==> src/rtl/rtc_sec_pkg.sv <==
package rtc_sec_pkg;
  localparam int NBYTES = 4;
  localparam int CNT_W = 8 * NBYTES;

  // address bank select = busAddr[3:2]
  localparam logic [1:0] BANK_CTRL = 2'd0;
  localparam logic [1:0] BANK_LOAD = 2'd1;
  localparam logic [1:0] BANK_READ = 2'd2;
  localparam logic [1:0] BANK_ALM  = 2'd3;

  // control bank offsets
  localparam logic [1:0] OFS_RUN  = 2'd0;
  localparam logic [1:0] OFS_ARM  = 2'd1;
  localparam logic [1:0] OFS_PEND = 2'd2;

  typedef struct packed {
    logic              runEn;
    logic              alarmArm;
    logic              commit;
    logic [NBYTES-1:1] shadowWe;
    logic [NBYTES-1:0] alarmWe;
    logic [7:0]        busByte;
  } dpCtl_t;
endpackage

==> src/rtl/rtc_sec_datapath.sv <==
module rtc_sec_datapath
  import rtc_sec_pkg::*;
#(
  parameter int TICK_DIV = 32768
) (
  input  logic             clk,
  input  logic             rstN,
  input  dpCtl_t           dpCtl,
  output logic [CNT_W-1:0] countWord,
  output logic [CNT_W-1:0] alarmWord,
  output logic             matchHit
);
  localparam int PRE_W = (TICK_DIV > 1) ? $clog2(TICK_DIV) : 1;
  localparam logic [PRE_W-1:0] PRE_LAST = PRE_W'(TICK_DIV - 1);

  logic [PRE_W-1:0] preCnt;
  logic             tick;
  logic [7:0]       shadowB [NBYTES];
  logic [CNT_W-1:0] loadWord;

  assign tick = dpCtl.runEn && (preCnt == PRE_LAST);

  always_ff @(posedge clk or negedge rstN) begin
    if (!rstN)                     preCnt <= '0;
    else if (!dpCtl.runEn || tick) preCnt <= '0;
    else                           preCnt <= preCnt + 1'b1;
  end

  assign shadowB[0] = dpCtl.busByte;

  genvar gi;
  generate
    for (gi = 1; gi < NBYTES; gi++) begin : g_shadow
      logic [7:0] hold;
      always_ff @(posedge clk or negedge rstN) begin
        if (!rstN)                  hold <= '0;
        else if (dpCtl.shadowWe[gi]) hold <= dpCtl.busByte;
      end
      assign shadowB[gi] = hold;
    end
    for (gi = 0; gi < NBYTES; gi++) begin : g_alarm
      always_ff @(posedge clk or negedge rstN) begin
        if (!rstN)                  alarmWord[8*gi +: 8] <= '0;
        else if (dpCtl.alarmWe[gi]) alarmWord[8*gi +: 8] <= dpCtl.busByte;
      end
    end
  endgenerate

  always_comb begin
    for (int i = 0; i < NBYTES; i++) loadWord[8*i +: 8] = shadowB[i];
  end

  always_ff @(posedge clk or negedge rstN) begin
    if (!rstN)             countWord <= '0;
    else if (dpCtl.commit) countWord <= loadWord;
    else if (tick)         countWord <= countWord + 1'b1;
  end

  assign matchHit = tick && dpCtl.alarmArm && ((countWord + 1'b1) == alarmWord);
endmodule

==> src/rtl/rtc_sec_ctrl.sv <==
module rtc_sec_ctrl
  import rtc_sec_pkg::*;
(
  input  logic             clk,
  input  logic             rstN,
  input  logic [3:0]       busAddr,
  input  logic [7:0]       busWdata,
  input  logic             busWr,
  input  logic [CNT_W-1:0] countWord,
  input  logic [CNT_W-1:0] alarmWord,
  input  logic             matchHit,
  output dpCtl_t           dpCtl,
  output logic             pendFlag,
  output logic [7:0]       busRdata,
  output logic             alarmIrq
);
  logic       runBit;
  logic       armBit;
  logic [1:0] bank;
  logic [1:0] ofs;
  logic       ctrlWr;

  assign bank   = busAddr[3:2];
  assign ofs    = busAddr[1:0];
  assign ctrlWr = busWr && (bank == BANK_CTRL);

  always_ff @(posedge clk or negedge rstN) begin
    if (!rstN) begin
      runBit   <= 1'b0;
      armBit   <= 1'b0;
      pendFlag <= 1'b0;
    end else begin
      if (ctrlWr && ofs == OFS_RUN) runBit <= busWdata[7];
      if (ctrlWr && ofs == OFS_ARM) armBit <= busWdata[7];
      if (matchHit)                                       pendFlag <= 1'b1;
      else if (ctrlWr && ofs == OFS_PEND && !busWdata[0]) pendFlag <= 1'b0;
    end
  end

  always_comb begin
    dpCtl          = '0;
    dpCtl.runEn    = runBit;
    dpCtl.alarmArm = armBit;
    dpCtl.busByte  = busWdata;
    dpCtl.commit   = busWr && (bank == BANK_LOAD) && (ofs == 2'd0) && !runBit;
    for (int i = 1; i < NBYTES; i++)
      dpCtl.shadowWe[i] = busWr && (bank == BANK_LOAD) && (ofs == 2'(i));
    for (int i = 0; i < NBYTES; i++)
      dpCtl.alarmWe[i] = busWr && (bank == BANK_ALM) && (ofs == 2'(i));
  end

  always_comb begin
    busRdata = '0;
    unique case (bank)
      BANK_CTRL: begin
        if (ofs == OFS_RUN)  busRdata = {runBit, 7'b0};
        if (ofs == OFS_ARM)  busRdata = {armBit, 7'b0};
        if (ofs == OFS_PEND) busRdata = {7'b0, pendFlag};
      end
      BANK_READ: busRdata = countWord[8*int'(ofs) +: 8];
      BANK_ALM:  busRdata = alarmWord[8*int'(ofs) +: 8];
      default:   busRdata = '0;
    endcase
  end

  assign alarmIrq = pendFlag && armBit;
endmodule

==> src/rtl/rtc_seconds.sv <==
module rtc_seconds
  import rtc_sec_pkg::*;
#(
  parameter int TICK_DIV = 32768
) (
  input  logic       clk,
  input  logic       rstN,
  input  logic [3:0] busAddr,
  input  logic [7:0] busWdata,
  input  logic       busWr,
  output logic [7:0] busRdata,
  output logic       alarmIrq
);
  dpCtl_t           dpCtl;
  logic [CNT_W-1:0] countWord;
  logic [CNT_W-1:0] alarmWord;
  logic             matchHit;
  logic             pendFlag;

  rtc_sec_ctrl ctrl_i (
    .clk(clk), .rstN(rstN), .busAddr(busAddr), .busWdata(busWdata), .busWr(busWr),
    .countWord(countWord), .alarmWord(alarmWord), .matchHit(matchHit),
    .dpCtl(dpCtl), .pendFlag(pendFlag), .busRdata(busRdata), .alarmIrq(alarmIrq)
  );

  rtc_sec_datapath #(.TICK_DIV(TICK_DIV)) dp_i (
    .clk(clk), .rstN(rstN), .dpCtl(dpCtl),
    .countWord(countWord), .alarmWord(alarmWord), .matchHit(matchHit)
  );
endmodule

==> config.mk <==
export PLATFORM = sky130hd
export DESIGN_NAME = rtc_seconds
export DESIGN_NICKNAME = d
export VERILOG_FILES = /design/src/rtl/rtc_sec_pkg.sv /design/src/rtl/rtc_sec_datapath.sv /design/src/rtl/rtc_sec_ctrl.sv /design/src/rtl/rtc_seconds.sv
export SDC_FILE = /design/constraint.sdc
export NUM_CORES = 1
export LEC_CHECK = 0
export BUFFER_PORTS_ARGS = -buffer_cell sky130_fd_sc_hd__buf_2
export CAP_MARGIN = 30
export CORE_ASPECT_RATIO = 0.7
export CORE_UTILIZATION = 50
export CTS_CLUSTER_SIZE = 25
export DETAILED_ROUTE_END_ITERATION = 7
export HOLD_SLACK_MARGIN = 0.03
export PLACE_DENSITY = 0.77
export SYNTH_ARGS = -nofsm -noshare
export SYNTH_HDL_FRONTEND = slang
export SYNTH_SLANG_ARGS = --single-unit
==> constraint.sdc <==
create_clock -name clk -period 2.65 [get_ports clk]
set_input_delay 0.3975 -clock clk [delete_from_list [all_inputs] [get_ports clk]]
set_output_delay 0.3975 -clock clk [all_outputs]
set_load 0.01 [all_outputs]
==> flow_metrics.tcl, run 1 <==
set metrics [dict create \
    final_antenna_net_count 0 \
    r2r_cells 9 \
    io_buffer_count 23 \
    min_delay_worst_endpoint "dp_i.alarmWord[10]$_DFFE_PN0P_" \
    crit_buf_inv 2 \
    rsz0062_at_grt "true" \
    finalNonFillerCells 904 \
    reg2reg_from "dp_i.countWord[0]$_DFFE_PN0P_" \
    ys.flop_type "dfrtp_1" \
    utilization 0.6203 \
    hpwlAfterDp_um 16230 \
    viasPerCell 6.361 \
    synth_area_sq_um 6521 \
    yosys_warnings 0 \
    drtIter0Drc 567 \
    worstSetupEndpointType "register" \
    cts-htree-levels 3 \
    yosys.area.top_type_share 0.4068 \
    synth_fp_nets 665 \
    die_area_sq_um 13510 \
    peakVddDrop_mv 0.3730 \
    ys_ff_latch 106 \
    required_ns 2.90 \
    cts_tree "yes" \
    multi_input_area_sq_um 3694 \
    layout_commonest_cell "dfrtp_1" \
    fmaxAchievable_ghz 0.3896 \
    num_antenna_cells 0 \
    grt_pass1_vias 5481 \
    worst-path-stages 9 \
    violations "design-rule violations" \
    min_period_ns 2.567 \
    grt.overflow.total 0 \
    dpl_cell_area_sq_um 7336 \
    wl_per_cell_um 23.95 \
    p_per_area_nw_per_um2 703.6 \
    grt_max_degree 40 \
    synth_area_per_cell_sq_um 10.06 \
    syn2layout_area_growth_pct 19.38 \
    fin_ws_ns 0.08338 \
    finalHoldViolCount 0 \
    final_cell_area_sq_um 7785 \
    clock_path_buffers 2 \
    initial_utilization 0.5196 \
    arrival_ns 2.82 \
    die_w_um 138.5 \
    synth_edf_count 0 \
    crit_slowest_cell "or4_1" \
    synth_cells 648 \
    fin_nets 755 \
    clock-sinks 106 \
    io_pins 24 \
    first_pass_iters 7 \
    antenna_found_initial 0 \
    nFillCells 1036 \
    min_period_over_period 0.9685 \
    p_switching_mw 1.901 \
    hold_path.class "in -> reg" \
    ys_seq_area_frac 0.4068 \
    swShare 0.3470 \
    crit_family "compound AO/OA/AOI/OAI gates" \
    sequentialPowerShare 0.428 \
    seq_area_sq_um 2660 \
    gp_congestion 1.005 \
    finalSetupTns_ns 0 \
    p_int_mw 3.577 \
    cts_made_buffers 9 \
    power.leakage_nw 3.303 \
    synth.area.top_cells "dfrtp_1 (41%), mux2_2 (10%), xnor2_1 (4.8%)" \
    wirelength_um 21650 \
    max_slew.worst_pin.slew_ns 0.6831 \
    path_clk_slew_ns 0.08 \
    synth_top_cell_by_area "dfrtp_1" \
    coreArea_sq_um 12550 \
    rows 34 \
    fin_skew_ns 0.01142 \
    drv_cap 0 \
    synth.distinct_cells 61 \
    setup_viol_count_final 0 \
    grtUsageTotal 0.3340 \
    cp_common_cell "buf_6" \
    drive_gt1_frac 0.3194 \
    clkLatencyLatePin_ns 0.34 \
    dp_slack_ns -0.1519 \
    cpPeakStageDelay_ns 0.50 \
    clkPwrFrac 0.239 \
    whs_path_depth 3 \
    place_inst 877 \
    slew_violations 0 \
    critPathLaunchType "register" \
    dieHeight_um 97.55 \
    min-delay-start "busWdata[2]" \
    crit_chain "buf_6 > nand4_4 > buf_6 > or4_1 > a222oi_1 > o2111ai_1 > a211oi_2 > nand4_1 > o31ai_2" \
    grt_pass1_wl_um 33260 \
    r2r_slack_ns 0.08 \
    r2r_end "ctrl_i.pendFlag$_DFFE_PN0P_" \
    layout_common_cells "dfrtp_1 (100), buf_4 (91), nand2_1 (68)" \
    slew-limit-headroom 0.5433 \
    path_max_fanout 6 \
    cts_root_buffer "clkbuf_16" \
    async_reset_ff_frac 1.000 \
    num_vias 5750 \
    drcViolationCount 6 \
    outcome "finished, violations left" \
    crit_type "reg -> reg" \
    combPwrFrac 0.333 \
]
-- routing by layer --
metal | vias to the layer above | routed length, um | global-route usage
li1 | 2541 | - | -
met1 | 2865 | 10200 | 0.5224
met2 | 305 | 8431 | 0.4362
met3 | 39 | 2570 | 0.1035
met4 | 0 | 443 | 0.07433
met5 | - | 0 | 0.02632
-- state kept, by name, summed over array words and instances (netlist names) --
register and count:
ctrl_i.armBit 1, dp_i.countWord 32, dp_i.preCnt 15, dp_i.alarmWord 32, dp_i.g_shadow.hold 24, ctrl_i.runBit 1, ctrl_i.pendFlag 1
-- synthesized netlist by cell type, drive strengths merged (3+ instances only) --
master,count
dfrtp,106
nand2,68
mux2,58
nor2,44
xnor2,36
o21ai,29
nand3,27
clkbuf,25
xor2,25
a21oi,23
nand4,21
and3,18
buf,17
nor3,16
mux4,14
nor4,13
nor2b,12
and2,10
o311ai,10
a31oi,9
inv,8
mux2i,7
nand2b,5
o211ai,5
o31ai,4
a211oi,3
nor3b,3
or3,3
or4,3
-- how the worst max path moves through the flow --
stage | from | end | slack (ns)
after CTS | dp_i.countWord[1]$_DFFE_PN0P_ | ctrl_i.pendFlag$_DFFE_PN0P_ | 0.001
final | dp_i.countWord[0]$_DFFE_PN0P_ | ctrl_i.pendFlag$_DFFE_PN0P_ | 0.08
after detailed placement | dp_i.countWord[13]$_DFFE_PN0P_ | ctrl_i.pendFlag$_DFFE_PN0P_ | -0.15
after floorplan | dp_i.countWord[0]$_DFFE_PN0P_ | ctrl_i.pendFlag$_DFFE_PN0P_ | 0.10
after global placement | dp_i.countWord[13]$_DFFE_PN0P_ | ctrl_i.pendFlag$_DFFE_PN0P_ | -0.11
after global routing | dp_i.countWord[1]$_DFFE_PN0P_ | ctrl_i.pendFlag$_DFFE_PN0P_ | -0.06
-- cell type report --
type,instances,share of cell area
flip-flops and latches,106,0.3417
multi-input cells,492,0.4744
clock buffers,12,0.03423
inverters,8,0.003857
repair buffers,121,0.1167
well taps,162,0.02604
clock inverters,3,0.003054
-- cells by family (layout without fill, tap and decap cells) --
kind of cell    Yosys count  after routing  share of synthesized area
compound gates          100            100                     0.1025
buf+inv                  50            144                    0.03453
flops                   106            106                     0.4068
simple gates            250            250                     0.2107
mux                      79             79                     0.1598
xor+xnor                 61             61                    0.08193
fa+ha+maj                 2              2                   0.003837
-- power by group through the flow --
stage | clock network, mW | logic [mW] | registers (mW)
floorplan | 0 | 1.14 | 2.19
detailed placement | 0 | 1.71 | 2.36
global placement | 0 | 1.69 | 2.34
CTS | 1.34 | 1.73 | 2.33
global route | 1.39 | 1.95 | 2.39
finish | 1.31 | 1.82 | 2.34
-- repair_timing --
action,4_1_cts,5_1_grt
gates resized for setup,5,16
buffers inserted,2,9
hold buffers,1,0
setup endpoints to repair,1,1
pin swaps,1,12
gates cloned,0,0
endpoints found under the hold margin,1,0
-- stage by stage --
step,total power [mW],hold WS [ns]
2_1_floorplan,3.335,0.1019
3_3_place_gp,4.030,0.3797
3_5_place_dp,4.068,0.3929
4_1_cts,5.400,0.4186
5_1_grt,5.728,0.4551
6_report,5.477,0.4456
-- worst register-to-register path: stages, from the launching register on --
cell,delay [ns]
dfrtp_1,0.39
buf_6,0.13
nand4_4,0.13
buf_6,0.17
or4_1,0.50
a222oi_1,0.32
o2111ai_1,0.21
a211oi_2,0.23
nand4_1,0.14
o31ai_2,0.25
No activity file was read; power rests on OpenSTA's default activity.
==> run 2, diff against run 1 <==
- BUFFER_PORTS_ARGS: -buffer_cell sky130_fd_sc_hd__buf_2 -> -buffer_cell sky130_fd_sc_hd__buf_4
- CORE_MARGIN: unset -> 4
- GPL_TIMING_DRIVEN: unset -> 0
==> run 2 against run 1 <==
  * The run ends with negative setup slack left
  * Wire length increased by 0.26%
  * Sequential cell count unchanged
  * Sequential power is essentially flat
  * Critical path type unchanged
  * Largest cell class unchanged
  * Largest power group unchanged
==> flow_metrics.tcl, run 2 (synthesis results as in run 1) <==
set metrics [dict create \
    required_ns 2.91 \
    wl_per_cell_um 24.78 \
    sequentialPowerShare 0.430 \
    outcome "finished, violations left" \
    final_antenna_net_count 0 \
    rsz0062_at_grt "true" \
    grt_pass1_vias 5532 \
    die_w_um 144.5 \
    cts_made_buffers 9 \
    finalSetupTns_ns -0.1711 \
    io_buffer_count 21 \
    fin_ws_ns -0.1711 \
    drcViolationCount 0 \
    path_max_fanout 7 \
    syn2layout_area_growth_pct 17.11 \
    hold_slack_ns 0.09413 \
    cts_root_buffer "clkbuf_16" \
    hpwlAfterDp_um 15550 \
    critPathLaunchType "register" \
    initial_utilization 0.5179 \
    slew-limit-headroom 0.3007 \
    drive_gt1_frac 0.2717 \
    grtUsageTotal 0.2944 \
    swShare 0.3538 \
    setup_viol_count_final 1 \
    antenna_found_initial 0 \
    place_inst 833 \
    first_pass_iters 5 \
    dp_slack_ns -0.5737 \
    clkLatencyLatePin_ns 0.35 \
    wirelength_um 21710 \
    rows 34 \
    finalNonFillerCells 876 \
    coreArea_sq_um 12590 \
    peakVddDrop_mv 0.4081 \
    nFillCells 1054 \
    drtIter0Drc 777 \
    clkPwrFrac 0.246 \
    path_clk_slew_ns 0.08 \
    viasPerCell 6.550 \
    num_vias 5738 \
    slew_violations 0 \
    die_area_sq_um 14960 \
    p_switching_mw 1.919 \
    violations "negative setup slack" \
    combPwrFrac 0.324 \
    top_regs "dp_i.alarmWord (32), dp_i.countWord (32), dp_i.g_shadow.hold (24)" \
    r2r_cells 8 \
    fin_skew_ns 0.01135 \
    p_int_mw 3.506 \
    hold_path.class "in -> async" \
    layout_commonest_cell "dfrtp_1" \
    grt.overflow.total 0 \
    grt_max_degree 56 \
    dieHeight_um 103.6 \
    power.leakage_nw 3.195 \
    max_slew.worst_pin.slew_ns 1.045 \
    grt_pass1_wl_um 33130 \
    fmaxAchievable_ghz 0.3545 \
    fin_nets 726 \
    clock_path_buffers 2 \
    min_period_ns 2.821 \
    io_pins 24 \
    cts_tree "yes" \
    finalHoldViolCount 0 \
    cts_hold_repair.buffers 0 \
    worstSetupEndpointType "register" \
    clock-sinks 106 \
    min_period_over_period 1.065 \
    cts-htree-levels 3 \
    drv_cap 0 \
    arrival_ns 3.08 \
    crit_type "reg -> reg" \
    layout_common_cells "dfrtp_1 (101), nand2_1 (68), mux2_2 (58)" \
    num_antenna_cells 0 \
    r2r_slack_ns -0.17 \
    p_per_area_nw_per_um2 710.3 \
    gp_congestion 0.9929 \
]
run 2: cell count changes in the layout (fill, tap and decap cells not counted), moves of 2 or more:
| cell | previous run | this run |
|---|---|---|
| buf_4 | 91 | 52 |
| buf_6 | 4 | 6 |
| nor3_1 | 15 | 13 |
| buf_2 | 22 | 8 |
| nor4_2 | 3 | 1 |
| buf_8 | 0 | 2 |
| buf_12 | 3 | 1 |
| clkbuf_1 | 0 | 17 |
| inv_6 | 0 | 2 |
| nor4_4 | 4 | 7 |
| clkbuf_2 | 0 | 5 |
| nor3_4 | 0 | 2 |
run 2: cell type report:
class	instances	area (sq um)	share of cell area
buffer	39	236.5	0.03096
clock inverter	4	32.53	0.004260
tap	162	202.7	0.02654
sequential	106	2659	0.3481
timing repair buffer	53	427.9	0.05603
multi-input combinational	492	3792	0.4966
clock buffer	12	256.5	0.03358
inverter	8	30.03	0.003932
run 2: through the flow:
step | util | power (mW) | area [sq um]
2_1_floorplan | - | 3.335 | 6521
3_3_place_gp | 0.5465 | 3.789 | 6882
3_5_place_dp | 0.5491 | 3.862 | 6914
4_1_cts | 0.5855 | 5.246 | 7372
5_1_grt | 0.6065 | 5.655 | 7637
6_report | 0.6065 | 5.425 | 7637
run 2: repair_timing:
item / 4_1_cts / 5_1_grt
pin swaps: 6 / 12
gates resized for setup: 26 / 33
endpoints found under the setup margin: 33 / 27
buffers inserted: 6 / 23
run 2: routing by layer:
layer / track usage / part of all wire / up-vias
met5: 0 / 0 / -
met4: 0.07457 / 0.020 / 0
met3: 0.07923 / 0.13 / 41
met2: 0.4025 / 0.42 / 378
met1: 0.4597 / 0.44 / 2830
li1: - / - / 2489
run 2: path summary, 6_finish.rpt:
| path | from | to |
|---|---|---|
| min in group clk | busWdata[1] | dp_i.g_shadow[1].hold[1]$_DFFE_PN0P_ |
| worst min-delay path | rstN | dp_i.preCnt[3]$_DFF_PN0_ |
| worst min register to register | dp_i.preCnt[0]$_DFF_PN0_ | dp_i.preCnt[0]$_DFF_PN0_ |
| worst max-delay path | dp_i.countWord[5]$_DFFE_PN0P_ | ctrl_i.pendFlag$_DFFE_PN0P_ |
| max in group asynchronous | rstN | dp_i.countWord[6]$_DFFE_PN0P_ |
| worst max register to register | dp_i.countWord[5]$_DFFE_PN0P_ | ctrl_i.pendFlag$_DFFE_PN0P_ |
run 2: power by group through the flow:
stage | Clock, mW | Sequential [mW] | Combinational, mW
floorplan | 0 | 2.19 | 1.14
global placement | 0 | 2.31 | 1.48
detailed placement | 0 | 2.33 | 1.54
CTS | 1.34 | 2.31 | 1.60
global route | 1.41 | 2.37 | 1.88
finish | 1.33 | 2.33 | 1.76
run 2: critical path, stage by stage, from the launching register on:
cell and delay (ns):
dfrtp_2 0.45, nand3_4 0.11, buf_8 0.15, or4_1 0.52
a222oi_1 0.50, o2111ai_2 0.25, a211oi_2 0.32, nand4_1 0.15
o31ai_2 0.27
==> run 3, diff against run 2 <==
- CORE_ASPECT_RATIO: 0.7 -> unset
==> run 3 against run 2 <==
  * The flow still finishes with violations (negative setup slack)
  * Setup slack better by 0.12 ns
  * Die area shrank 0.19%
  * Sequential power barely moved
  * Non-clock buffer count down 24
  * Register-to-register slack improved by 0.12 ns
  * Largest power group unchanged
==> flow_metrics.tcl, run 3 (synthesis results as in run 1) <==
set metrics [dict create \
    outcome "finished, violations left" \
    violations "negative setup slack" \
    max_slew.worst_pin.slew_ns 1.020 \
    fin_skew_ns 0.01120 \
    initial_utilization 0.5147 \
    crit_type "reg -> reg" \
    crit_chain "ha_2 > nand3_2 > nor4_4 > buf_4 > nand2_1 > xor2_1 > a2111oi_4 > nand4_1 > o31ai_2" \
    crit_buf_inv 1 \
    cts_root_buffer "clkbuf_16" \
    num_antenna_cells 0 \
    min_period_over_period 1.018 \
    place_inst 844 \
    setup_viol_count_final 1 \
    grtUsageTotal 0.2893 \
    power_mw 5.272 \
    cts_tree "yes" \
    layout_common_cells "dfrtp_1 (101), nand2_1 (68), mux2_2 (58)" \
    num_vias 5591 \
    peakVddDrop_mv 0.6073 \
    clkLatencyLatePin_ns 0.37 \
    top_regs "dp_i.alarmWord (32), dp_i.countWord (32), dp_i.g_shadow.hold (24)" \
    path_clk_slew_ns 0.08 \
    dp_slack_ns -0.6045 \
    fin_nets 702 \
    slew_violations 0 \
    critPathLaunchType "register" \
    grt_pass1_wl_um 32130 \
    slew-limit-headroom 0.3175 \
    arrival_ns 2.98 \
    hold_path.class "in -> async" \
    cts-htree-levels 3 \
    rows 41 \
    grt_max_degree 66 \
    utilization 0.5824 \
    drive_gt1_frac 0.2493 \
    crit_family "simple AND/OR/NAND/NOR gates" \
    fin_ws_ns -0.04694 \
    die_area_sq_um 14930 \
    layout_commonest_cell "dfrtp_1" \
    io_pins 24 \
    cts_hold_repair.buffers 0 \
    p_per_area_nw_per_um2 714.4 \
    required_ns 2.93 \
    rsz0062_at_grt "true" \
    dieHeight_um 122.2 \
    drtIter0Drc 598 \
    drv_cap 0 \
    clock-sinks 106 \
    drcViolationCount 0 \
    hpwlAfterDp_um 14810 \
    viasPerCell 6.486 \
    syn2layout_area_growth_pct 13.16 \
    cts_made_buffers 9 \
    antenna_found_initial 0 \
    finalHoldViolCount 0 \
    fmaxAchievable_ghz 0.3708 \
    cpPeakStageDelay_ns 0.45 \
    final_antenna_net_count 0 \
    coreArea_sq_um 12670 \
    grt_pass1_vias 5432 \
    path_max_fanout 8 \
    io_buffer_count 21 \
    hold_slack_ns 0.1316 \
    crit_slowest_cell "dfrtp_2" \
    min_period_ns 2.697 \
    grt.overflow.total 0 \
    wl_per_cell_um 24.09 \
    first_pass_iters 5 \
    clock_path_buffers 2 \
    wirelength_um 20770 \
    power.leakage_nw 3.056 \
    worstSetupEndpointType "register" \
    die_w_um 122.2 \
    finalNonFillerCells 862 \
    gp_congestion 1.032 \
]
[run 3: cell count changes in the layout (fill, tap and decap cells not counted), sizes merged]
cell	previous run	this run
buf	71	44
clkinvlp	2	0
clkinv	0	2
inv	10	13
[run 3: final timing paths]
check / startpoint / slack [ns] / to / depth (start not counted)
min: rstN / 0.13 / dp_i.countWord[8]$_DFFE_PN0P_ / 1
max: dp_i.countWord[0]$_DFFE_PN0P_ / -0.05 / ctrl_i.pendFlag$_DFFE_PN0P_ / 9
max in group asynchronous: rstN / 1.78 / dp_i.countWord[17]$_DFFE_PN0P_ / 2
min in group clk: busWdata[4] / 0.31 / dp_i.countWord[4]$_DFFE_PN0P_ / 3
max reg2reg: dp_i.countWord[0]$_DFFE_PN0P_ / -0.05 / ctrl_i.pendFlag$_DFFE_PN0P_ / 9
min reg2reg: dp_i.g_shadow[2].hold[4]$_DFFE_PN0P_ / 0.48 / dp_i.countWord[20]$_DFFE_PN0P_ / 2
[run 3: metal layers]
| metal | wire [um] | track usage | vias to the layer above |
|---|---|---|---|
| met5 | 0 | 0 | - |
| li1 | - | - | 2449 |
| met2 | 9351 | 0.4332 | 288 |
| met4 | 787 | 0.1225 | 0 |
| met3 | 1736 | 0.06500 | 61 |
| met1 | 8890 | 0.4053 | 2793 |
[run 3: cell type report]
type	count	area [sq um]
buffer	38	197.7
clock buffer	9	225.2
clock inverter	7	63.81
timing repair buffer	30	239.0
multi-input combinational	492	3750
sequential	106	2659
tap	172	215.2
fill	1090	5291
inverter	8	30.03
[run 3: power breakdown]
part           internal [mW]  switching (mW)  total, mW  leakage, nW
clock                  0.662           0.684       1.35        0.143
combinational          0.751           0.833       1.58         1.59
sequential              1.96           0.387       2.34         1.33
total                   3.37            1.90       5.27         3.06
[run 3: metrics by stage]
| step | TNS [ns] | area (sq um) |
|---|---|---|
| 6_report | -0.04694 | 7380 |
| 5_1_grt | -0.1201 | 7380 |
| 4_1_cts | -0.09081 | 7326 |
| 3_5_place_dp | -6.064 | 6930 |
| 3_3_place_gp | -10.50 | 6894 |
| 2_1_floorplan | 0 | 6521 |
[run 3: worst reg2reg max path: cells and delay by family (launching register included)]
kind	cells	cell delay (ns)
fa+ha+maj	1	0.25
compound gates	2	0.61
xor+xnor	1	0.22
flops	1	0.45
buf+inv	1	0.22
simple gates	4	0.87
[run 3: repair_timing]
action                     in CTS  in global routing
cloned                          0                  0
setup buffers                   3                  3
pin swaps                       4                  4
gates resized for setup        25                 13
setup endpoints to repair      33                 20
